$ cat src/rtl/clk_div_phase.sv
module clk_div_phase #(
  parameter int DIV_W = 5,
  parameter int PH_W  = 4
) (
  input  logic             clk_in,
  input  logic             rst,
  input  logic             sync,
  input  logic [DIV_W-1:0] div_sel,
  input  logic [PH_W-1:0]  phase_sel,
  output logic             clk_out,
  output logic             running
);
  localparam int CNT_W = DIV_W + 1;
  localparam logic [CNT_W-1:0] N_MAX = CNT_W'(1 << DIV_W);

  logic [CNT_W-1:0] n_req, d_req, n_r, wcnt, pcnt, pnext, hi;
  logic armed, active, q;

  assign n_req = (div_sel == '0) ? N_MAX : CNT_W'(div_sel);
  assign d_req = CNT_W'(phase_sel) % n_req;
  assign hi    = n_r >> 1;
  assign pnext = (pcnt == n_r - 1'b1) ? '0 : pcnt + 1'b1;

  always_ff @(posedge clk_in) begin
    if (rst) begin
      armed  <= 1'b0;
      active <= 1'b0;
      q      <= 1'b0;
      n_r    <= N_MAX;
      wcnt   <= '0;
      pcnt   <= '0;
    end else if (sync) begin
      armed  <= 1'b1;
      active <= 1'b0;
      q      <= 1'b0;
      n_r    <= n_req;
      wcnt   <= d_req;
      pcnt   <= '0;
    end else if (armed && !active) begin
      if (wcnt == '0) begin
        active <= 1'b1;
        pcnt   <= '0;
        q      <= 1'b1;
      end else begin
        wcnt <= wcnt - 1'b1;
      end
    end else if (active) begin
      pcnt <= pnext;
      q    <= (pnext < hi);
    end
  end

  assign running = active;
  assign clk_out = ~rst & ~sync & ((n_r == CNT_W'(1)) ? (clk_in & active) : q);

  AST_PHASE_IN_RANGE: assert property (@(posedge clk_in) disable iff (rst)
    active |-> (pcnt < n_r));
  AST_WAIT_WRAPPED: assert property (@(posedge clk_in) disable iff (rst)
    (armed && !active) |-> (wcnt < n_r));
  AST_FIRST_EDGE_HIGH: assert property (@(posedge clk_in) disable iff (rst)
    ($rose(running) && n_r != CNT_W'(1)) |-> q);
  AST_SYNC_STOPS: assert property (@(posedge clk_in) disable iff (rst)
    sync |=> !running);
  AST_HELD_SETTINGS: assert property (@(posedge clk_in) disable iff (rst)
    !sync |=> $stable(n_r));
endmodule

$ cat config.mk
export PLATFORM = sky130hd
export DESIGN_NAME = clk_div_phase
export DESIGN_NICKNAME = d
export VERILOG_FILES = /design/src/rtl/clk_div_phase.sv
export SDC_FILE = /design/constraint.sdc
export NUM_CORES = 1
export LEC_CHECK = 0
export BUFFER_PORTS_ARGS = -buffer_cell sky130_fd_sc_hd__buf_2
export CELL_PAD_IN_SITES_DETAIL_PLACEMENT = 0
export CELL_PAD_IN_SITES_GLOBAL_PLACEMENT = 1
export CORE_MARGIN = 3
export CORE_UTILIZATION = 25
export DETAILED_ROUTE_END_ITERATION = 10
export PLACE_DENSITY_LB_ADDON = 0.1
export SKIP_CTS_REPAIR_TIMING = 1
export SLEW_MARGIN = 10
export SYNTH_ARGS = -nofsm -noshare
export SYNTH_HDL_FRONTEND = slang
export SYNTH_SLANG_ARGS = --single-unit
$ cat constraint.sdc
create_clock -name clk_in -period 12.1 [get_ports clk_in]
set_input_delay 0.605 -clock clk_in [delete_from_list [all_inputs] [get_ports clk_in]]
set_output_delay 0.605 -clock clk_in [all_outputs]
set_load 0.01 [all_outputs]
==> impl_metrics.py, run 1 <==
metrics = {
    "run_status": {
        "status": "finished clean",
    },
    "setup_path": {
        "worst-setup-path-type": "input pin to flip-flop",
        "start_kind": "input pin",
        "arrival_ps": 8090,
        "end_kind": "flip-flop",
        "cp_max_fo": 11,
        "cp.required_ps": 12380,
    },
    "synthesis": {
        "synth_cells": 306,
        "synthFlopType": "dfxtp_1",
        "yosys-top-cells-count": "nor2_1, ha_1, inv_1",
        "yosys.area.top_type": "dfxtp_1",
        "yosysMostFrequentCell": "nor2_1",
        "yosysWarnings": 0,
        "ys_seq_area_share_pct": 17.6,
        "ys_ff_latch": 21,
        "ys_top_cells_by_area": "dfxtp_1, ha_1, nor2_1",
        "synth_edf_count": 0,
        "syn_area_um2": 2380,
        "synthDistinctLibCells": 58,
        "synth_top_area_share_pct": 17.6,
        "postSynthAreaPerCell_um2": 7.79,
        "async_flop_share_pct": 0,
    },
    "job": {
        "maxCapViolations": 0,
    },
    "pwr": {
        "power_mw": 0.285,
        "ir_drop_v": 0.0000481,
        "p_per_area_nw_per_um2": 107,
        "power.leakage_nw": 1.13,
    },
    "placed_design": {
        "post_dp_cell_area_um2": 2570,
        "io_buffers": 13,
        "finalWeightedCongestion": 0.802,
        "place_hpwl_mm": 5.12,
    },
    "timing": {
        "maxSlewViolCount": 0,
        "fin_crit_sh_pct": 64.5,
        "finalSetupViolations": 0,
        "rsz0062_at_grt": "no",
        "fin_worst_skew_ps": 2.91,
        "maxSlewHeadroom_pct": 50.3,
        "fmax_ghz": 0.128,
        "setup-tns-final_ps": 0,
        "tightest_slew_ps": 742,
        "finalHoldViolCount": 0,
        "final.min_clock_period_ps": 7800,
    },
    "clocking": {
        "cts_tree": "done",
        "clk_latency_ps": 360,
        "clk_pin_slew_ps": 80,
    },
    "die": {
        "io_pins": 14,
        "fp.dieW_um": 104,
        "die_y_um": 104,
        "start_util_pct": 26.5,
        "dieArea_um2": 10700,
        "core.rowCount": 34,
        "core_um2": 8980,
    },
    "grt": {
        "grt.overflow.total": 0,
        "grt_max_degree": 22,
        "antenna_found_initial": 0,
        "grt_pass1_vias": 2229,
        "grt_first_pass_wirelength_mm": 10.8,
        "grt_use_total_pct": 12.2,
    },
    "routing": {
        "wl_mm": 6.26,
        "firstDrtPassIters": 4,
        "drtIter0Drc": 62,
        "drc": 0,
        "ant_nets": 0,
        "num_vias": 2104,
        "viasPerCell": 4.75,
        "wl_per_cell_um": 14.1,
    },
    "layout": {
        "fin_nets": 361,
        "final_area_um2": 2650,
        "antennaDiodeCount": 0,
        "area_delta_synth_final_pct": 11.3,
        "drive_gt1_share_pct": 11.7,
    },
    "worst_hold_path": {
        "hold_path.class": "flip-flop to flip-flop",
    },
}
-- routing by layer --
metal | wire length, um | global-route usage [%] | up-vias
met5 | 0 | 0 | -
met4 | 133 | 4.27 | 0
met3 | 90 | 1.99 | 8
met2 | 2780 | 19.5 | 21
met1 | 3250 | 16.6 | 946
li1 | - | - | 1129
-- cell usage in the layout (no fill, tap or decap), drive strengths merged, types with 10 or more instances in the layout --
cell / Yosys / layout
nor2: 40 / 40
inv: 30 / 30
ha: 30 / 30
dfxtp: 21 / 21
a21oi: 15 / 15
buf: 3 / 14
xnor2: 13 / 13
o21ai: 13 / 13
mux2i: 13 / 13
nor3: 10 / 10
a211oi: 10 / 10
-- cell families (layout without fill, tap and decap cells) --
family,Yosys count,in the layout,synth area share [%]
other cells,1,2,0.157
buf+inv,41,51,6.83
flops,21,21,17.6
mux,13,13,5.46
xor+xnor,20,20,7.35
fa+ha+maj,31,31,16.6
simple gates,93,93,19.1
compound gates,86,86,26.9
-- registers in the layout (all words and copies together) (netlist names) --
| signal | cells |
|---|---|
| armed | 1 |
| n_r | 6 |
| pcnt | 6 |
| q | 1 |
| running | 1 |
| wcnt | 6 |
-- layout make-up --
class                   count  area (um2)
well taps                 126         158
fillers                   992        6320
flip-flops and latches     21         420
multi-input cells         245        1800
repair buffers             13        67.6
clock buffers               8        91.3
inverters                  30         113
-- worst max-delay path, cell delays in order --
cell,delay (ps)
buf_2,120
inv_1,220
ha_1,210
o21ai_0,90
a2111oi_1,500
ha_1,230
o211ai_1,120
a211oi_1,540
mux2i_1,340
inv_1,70
ha_1,320
o21a_1,130
or4_1,440
nand2_1,170
mux2i_1,400
ha_1,350
and4_1,160
a31o_2,240
o21a_1,310
o31ai_1,490
ha_1,390
a211oi_1,260
nor2_1,100
a211oi_1,600
buf_4,270
o21a_1,120
o21ai_0,90
a211oi_1,210
-- worst paths after layout --
| check | from | to | slack [ps] | cells after the start |
|---|---|---|---|---|
| worst max-delay path | div_sel[1] | wcnt[2] | 4300 | 28 |
| worst min-delay path | q | q | 490 | 2 |
| worst max register to register | n_r[3] | q | 8770 | 11 |
| worst min register to register | q | q | 490 | 2 |
-- power breakdown --
| group | internal (mW) | total, mW | switching (mW) |
|---|---|---|---|
| Combinational | 0.0553 | 0.127 | 0.0721 |
| Clock | 0.0446 | 0.0727 | 0.0281 |
| Sequential | 0.0761 | 0.0846 | 0.00853 |
-- through the flow --
step / setup slack (ps) / hold WS, ps / utilization, % / cells
CTS: 4250 / 496 / 29.6 / 443
global route: 3530 / 511 / 29.6 / 443
finish: 4300 / 494 / 29.6 / 443
detailed placement: 3880 / 481 / 28.6 / 436
floorplan: 5200 / 450 / - / 307
global placement: 3830 / 478 / 28.6 / 436
Note: power is estimated with default switching activity, not from simulation.
==> run 2: changes to the inputs <==
--- a/config.mk
+++ b/config.mk
@@ -5,6 +5,7 @@
 export SDC_FILE = /design/constraint.sdc
 export NUM_CORES = 1
 export LEC_CHECK = 0
+export ABC_AREA = 1
 export BUFFER_PORTS_ARGS = -buffer_cell sky130_fd_sc_hd__buf_2
 export CELL_PAD_IN_SITES_DETAIL_PLACEMENT = 0
 export CELL_PAD_IN_SITES_GLOBAL_PLACEMENT = 1
==> constraint.sdc (replaced) <==
create_clock -name clk_in -period 7.7 [get_ports clk_in]
set_input_delay 0.385 -clock clk_in [delete_from_list [all_inputs] [get_ports clk_in]]
set_output_delay 0.385 -clock clk_in [all_outputs]
set_load 0.01 [all_outputs]
==> run 2 against run 1 <==
Via count grew 10%. Clock-buffer cell count is 1 lower. Sequential share of layout area shrank 0.17 points. Largest cell class unchanged. Largest power group unchanged.
==> impl_metrics.py, run 2 <==
metrics = {
    "job": {
        "maxCapViolations": 0,
    },
    "worst_hold_path": {
        "hold_path_end": "armed",
        "min_from": "rst",
        "whs_path_depth": 2,
        "hold_path.class": "input pin to flip-flop",
    },
    "pwr": {
        "p_per_area_nw_per_um2": 159,
        "power.leakage_nw": 1.37,
        "ir_drop_v": 0.0000805,
    },
    "clocking": {
        "cts_tree": "done",
        "clk_latency_ps": 370,
        "clk_pin_slew_ps": 80,
    },
    "synthesis": {
        "synth_compound_area_share_pct": 15.3,
        "yosys.area.top_type": "dfxtp_1",
        "synth_simple_gate_area_share_pct": 35.0,
        "synthAdderAreaFrac_pct": 16.6,
        "yosysWarnings": 0,
        "synth-xor-area-share_pct": 4.40,
        "synthFlopType": "dfxtp_1",
        "synthDistinctLibCells": 36,
        "yosysMostFrequentCell": "nand2_1",
        "ys_seq_area_share_pct": 17.6,
        "ys_ff_latch": 21,
        "synth_top_family_by_area": "simple AND/OR/NAND/NOR gates",
        "muxShareOfSynthArea_pct": 0,
        "async_flop_share_pct": 0,
        "ys_top_cells_by_area": "dfxtp_1, nand2_1, ha_1",
        "postSynthAreaPerCell_um2": 6.22,
        "synth_edf_count": 0,
        "synth_cells": 384,
        "yosys-top-cells-count": "nand2_1, inv_1, a21oi_1",
        "synth_top_area_share_pct": 17.6,
        "syn_area_um2": 2390,
    },
    "timing": {
        "fin_worst_skew_ps": 6.93,
        "finalHoldViolCount": 0,
        "finalSetupViolations": 0,
        "maxSlewViolCount": 0,
        "final.min_clock_period_ps": 5770,
        "rsz0062_at_grt": "no",
        "fmax_ghz": 0.173,
        "setup_slack_ps": 1930,
        "setup-tns-final_ps": 0,
        "fin_crit_sh_pct": 74.9,
    },
    "placed_design": {
        "pre_cts_ws_ps": 1560,
        "io_buffers": 13,
        "place_hpwl_mm": 5.24,
        "finalWeightedCongestion": 0.820,
        "post_dp_cell_area_um2": 2590,
    },
    "setup_path": {
        "cpPeakStageDelay_ps": 360,
        "reg2regPathDepth": 17,
        "cp.required_ps": 8000,
        "r2r-end": "q",
        "worst-setup-path-type": "input pin to flip-flop",
        "start_kind": "input pin",
        "path_common_cell": "nand2_1",
        "cp_max_fo": 9,
        "ff2ff_setup_slack_ps": 5330,
        "slowest_stage": "ha_1",
        "startpoint": "div_sel[1]",
        "end_kind": "flip-flop",
        "arrival_ps": 6060,
        "r2r_start": "n_r[0]",
    },
    "routing": {
        "viasPerCell": 4.39,
        "firstDrtPassIters": 4,
        "drtIter0Drc": 92,
        "wl_mm": 6.31,
        "num_vias": 2317,
        "wl_per_cell_um": 12.0,
        "drc": 0,
        "ant_nets": 0,
    },
    "die": {
        "fp.dieW_um": 104,
        "core_um2": 9280,
        "die_y_um": 104,
        "dieArea_um2": 10800,
        "core.rowCount": 35,
        "io_pins": 14,
        "start_util_pct": 25.7,
    },
    "layout": {
        "area_delta_synth_final_pct": 12.3,
        "fin_util_pct": 28.9,
        "final_area_um2": 2680,
        "final_common_cell": "nand2_1",
        "n_fill_cell": 1086,
        "final_cell_mix": "nand2_1, inv_1, a21oi_1",
        "antennaDiodeCount": 0,
        "drive_gt1_share_pct": 10.0,
        "fin_nets": 443,
        "top_regs": "n_r (6), pcnt (6), wcnt (6)",
    },
    "grt": {
        "grt_first_pass_wirelength_mm": 11.4,
        "grt_use_total_pct": 12.8,
        "grt.overflow.total": 0,
        "grt_pass1_vias": 2387,
        "grt_max_degree": 18,
        "antenna_found_initial": 0,
    },
    "run_status": {
        "status": "finished clean",
    },
}
-- run 2: worst max-delay path by stage --
stage / endpoint / slack (ps) / depth (start not counted)
detailed placement: wcnt[2] / 1560 / 46
finish: wcnt[5] / 1930 / 48
CTS: wcnt[2] / 1920 / 46
global route: wcnt[4] / 1080 / 46
global placement: wcnt[0] / 1560 / 46
floorplan: wcnt[5] / 2500 / 48
-- run 2: metal layers --
| metal | global-route usage, % | share of wire (%) | vias to the layer above |
|---|---|---|---|
| li1 | - | - | 1269 |
| met1 | 18.2 | 53 | 1023 |
| met2 | 20.6 | 44 | 22 |
| met3 | 2.49 | 3.0 | 3 |
| met4 | 1.99 | 0.33 | 0 |
| met5 | 0 | 0 | - |
-- run 2: cell families after synthesis --
logic type	count (synthesis)
adders and majority gates	31
xor gates and xnor gates	12
DFF	21
AOI/OAI and AO/OA	64
other	1
and+or+nand+nor	186
buffers and inverters	69
-- run 2: where the power goes --
group / total, mW / leakage (nW) / internal (mW) / switching [mW]
registers: 0.125 / 0.173 / 0.117 / 0.00827
clock network: 0.115 / 0.0544 / 0.0692 / 0.0455
logic: 0.186 / 1.14 / 0.0703 / 0.116
-- run 2: per-stage QoR --
stage | cells | hold WS, ps | power (mW)
2_1_floorplan | 385 | 439 | 0.274
3_3_place_gp | 521 | 462 | 0.320
3_5_place_dp | 521 | 462 | 0.317
4_1_cts | 528 | 235 | 0.434
5_1_grt | 528 | 256 | 0.474
6_report | 528 | 245 | 0.426
-- run 2: final cells by class --
type | count | area [um2] | area share, %
clock inverter | 1 | 5.00 | 0.187
multi-input combinational | 295 | 1710 | 63.8
inverter | 63 | 236 | 8.82
clock buffer | 7 | 87.6 | 3.27
sequential | 21 | 420 | 15.7
tap | 129 | 161 | 6.02
timing repair buffer | 12 | 60.1 | 2.24
-- run 2: critical path, delay by kind of cell --
kind                     cells  cell delay [ps]
buffers and inverters        7              750
AND/OR/NAND/NOR             31             2660
adder cells (fa/ha/maj)      5             1460
AO/OA/AOI/OAI                5              800
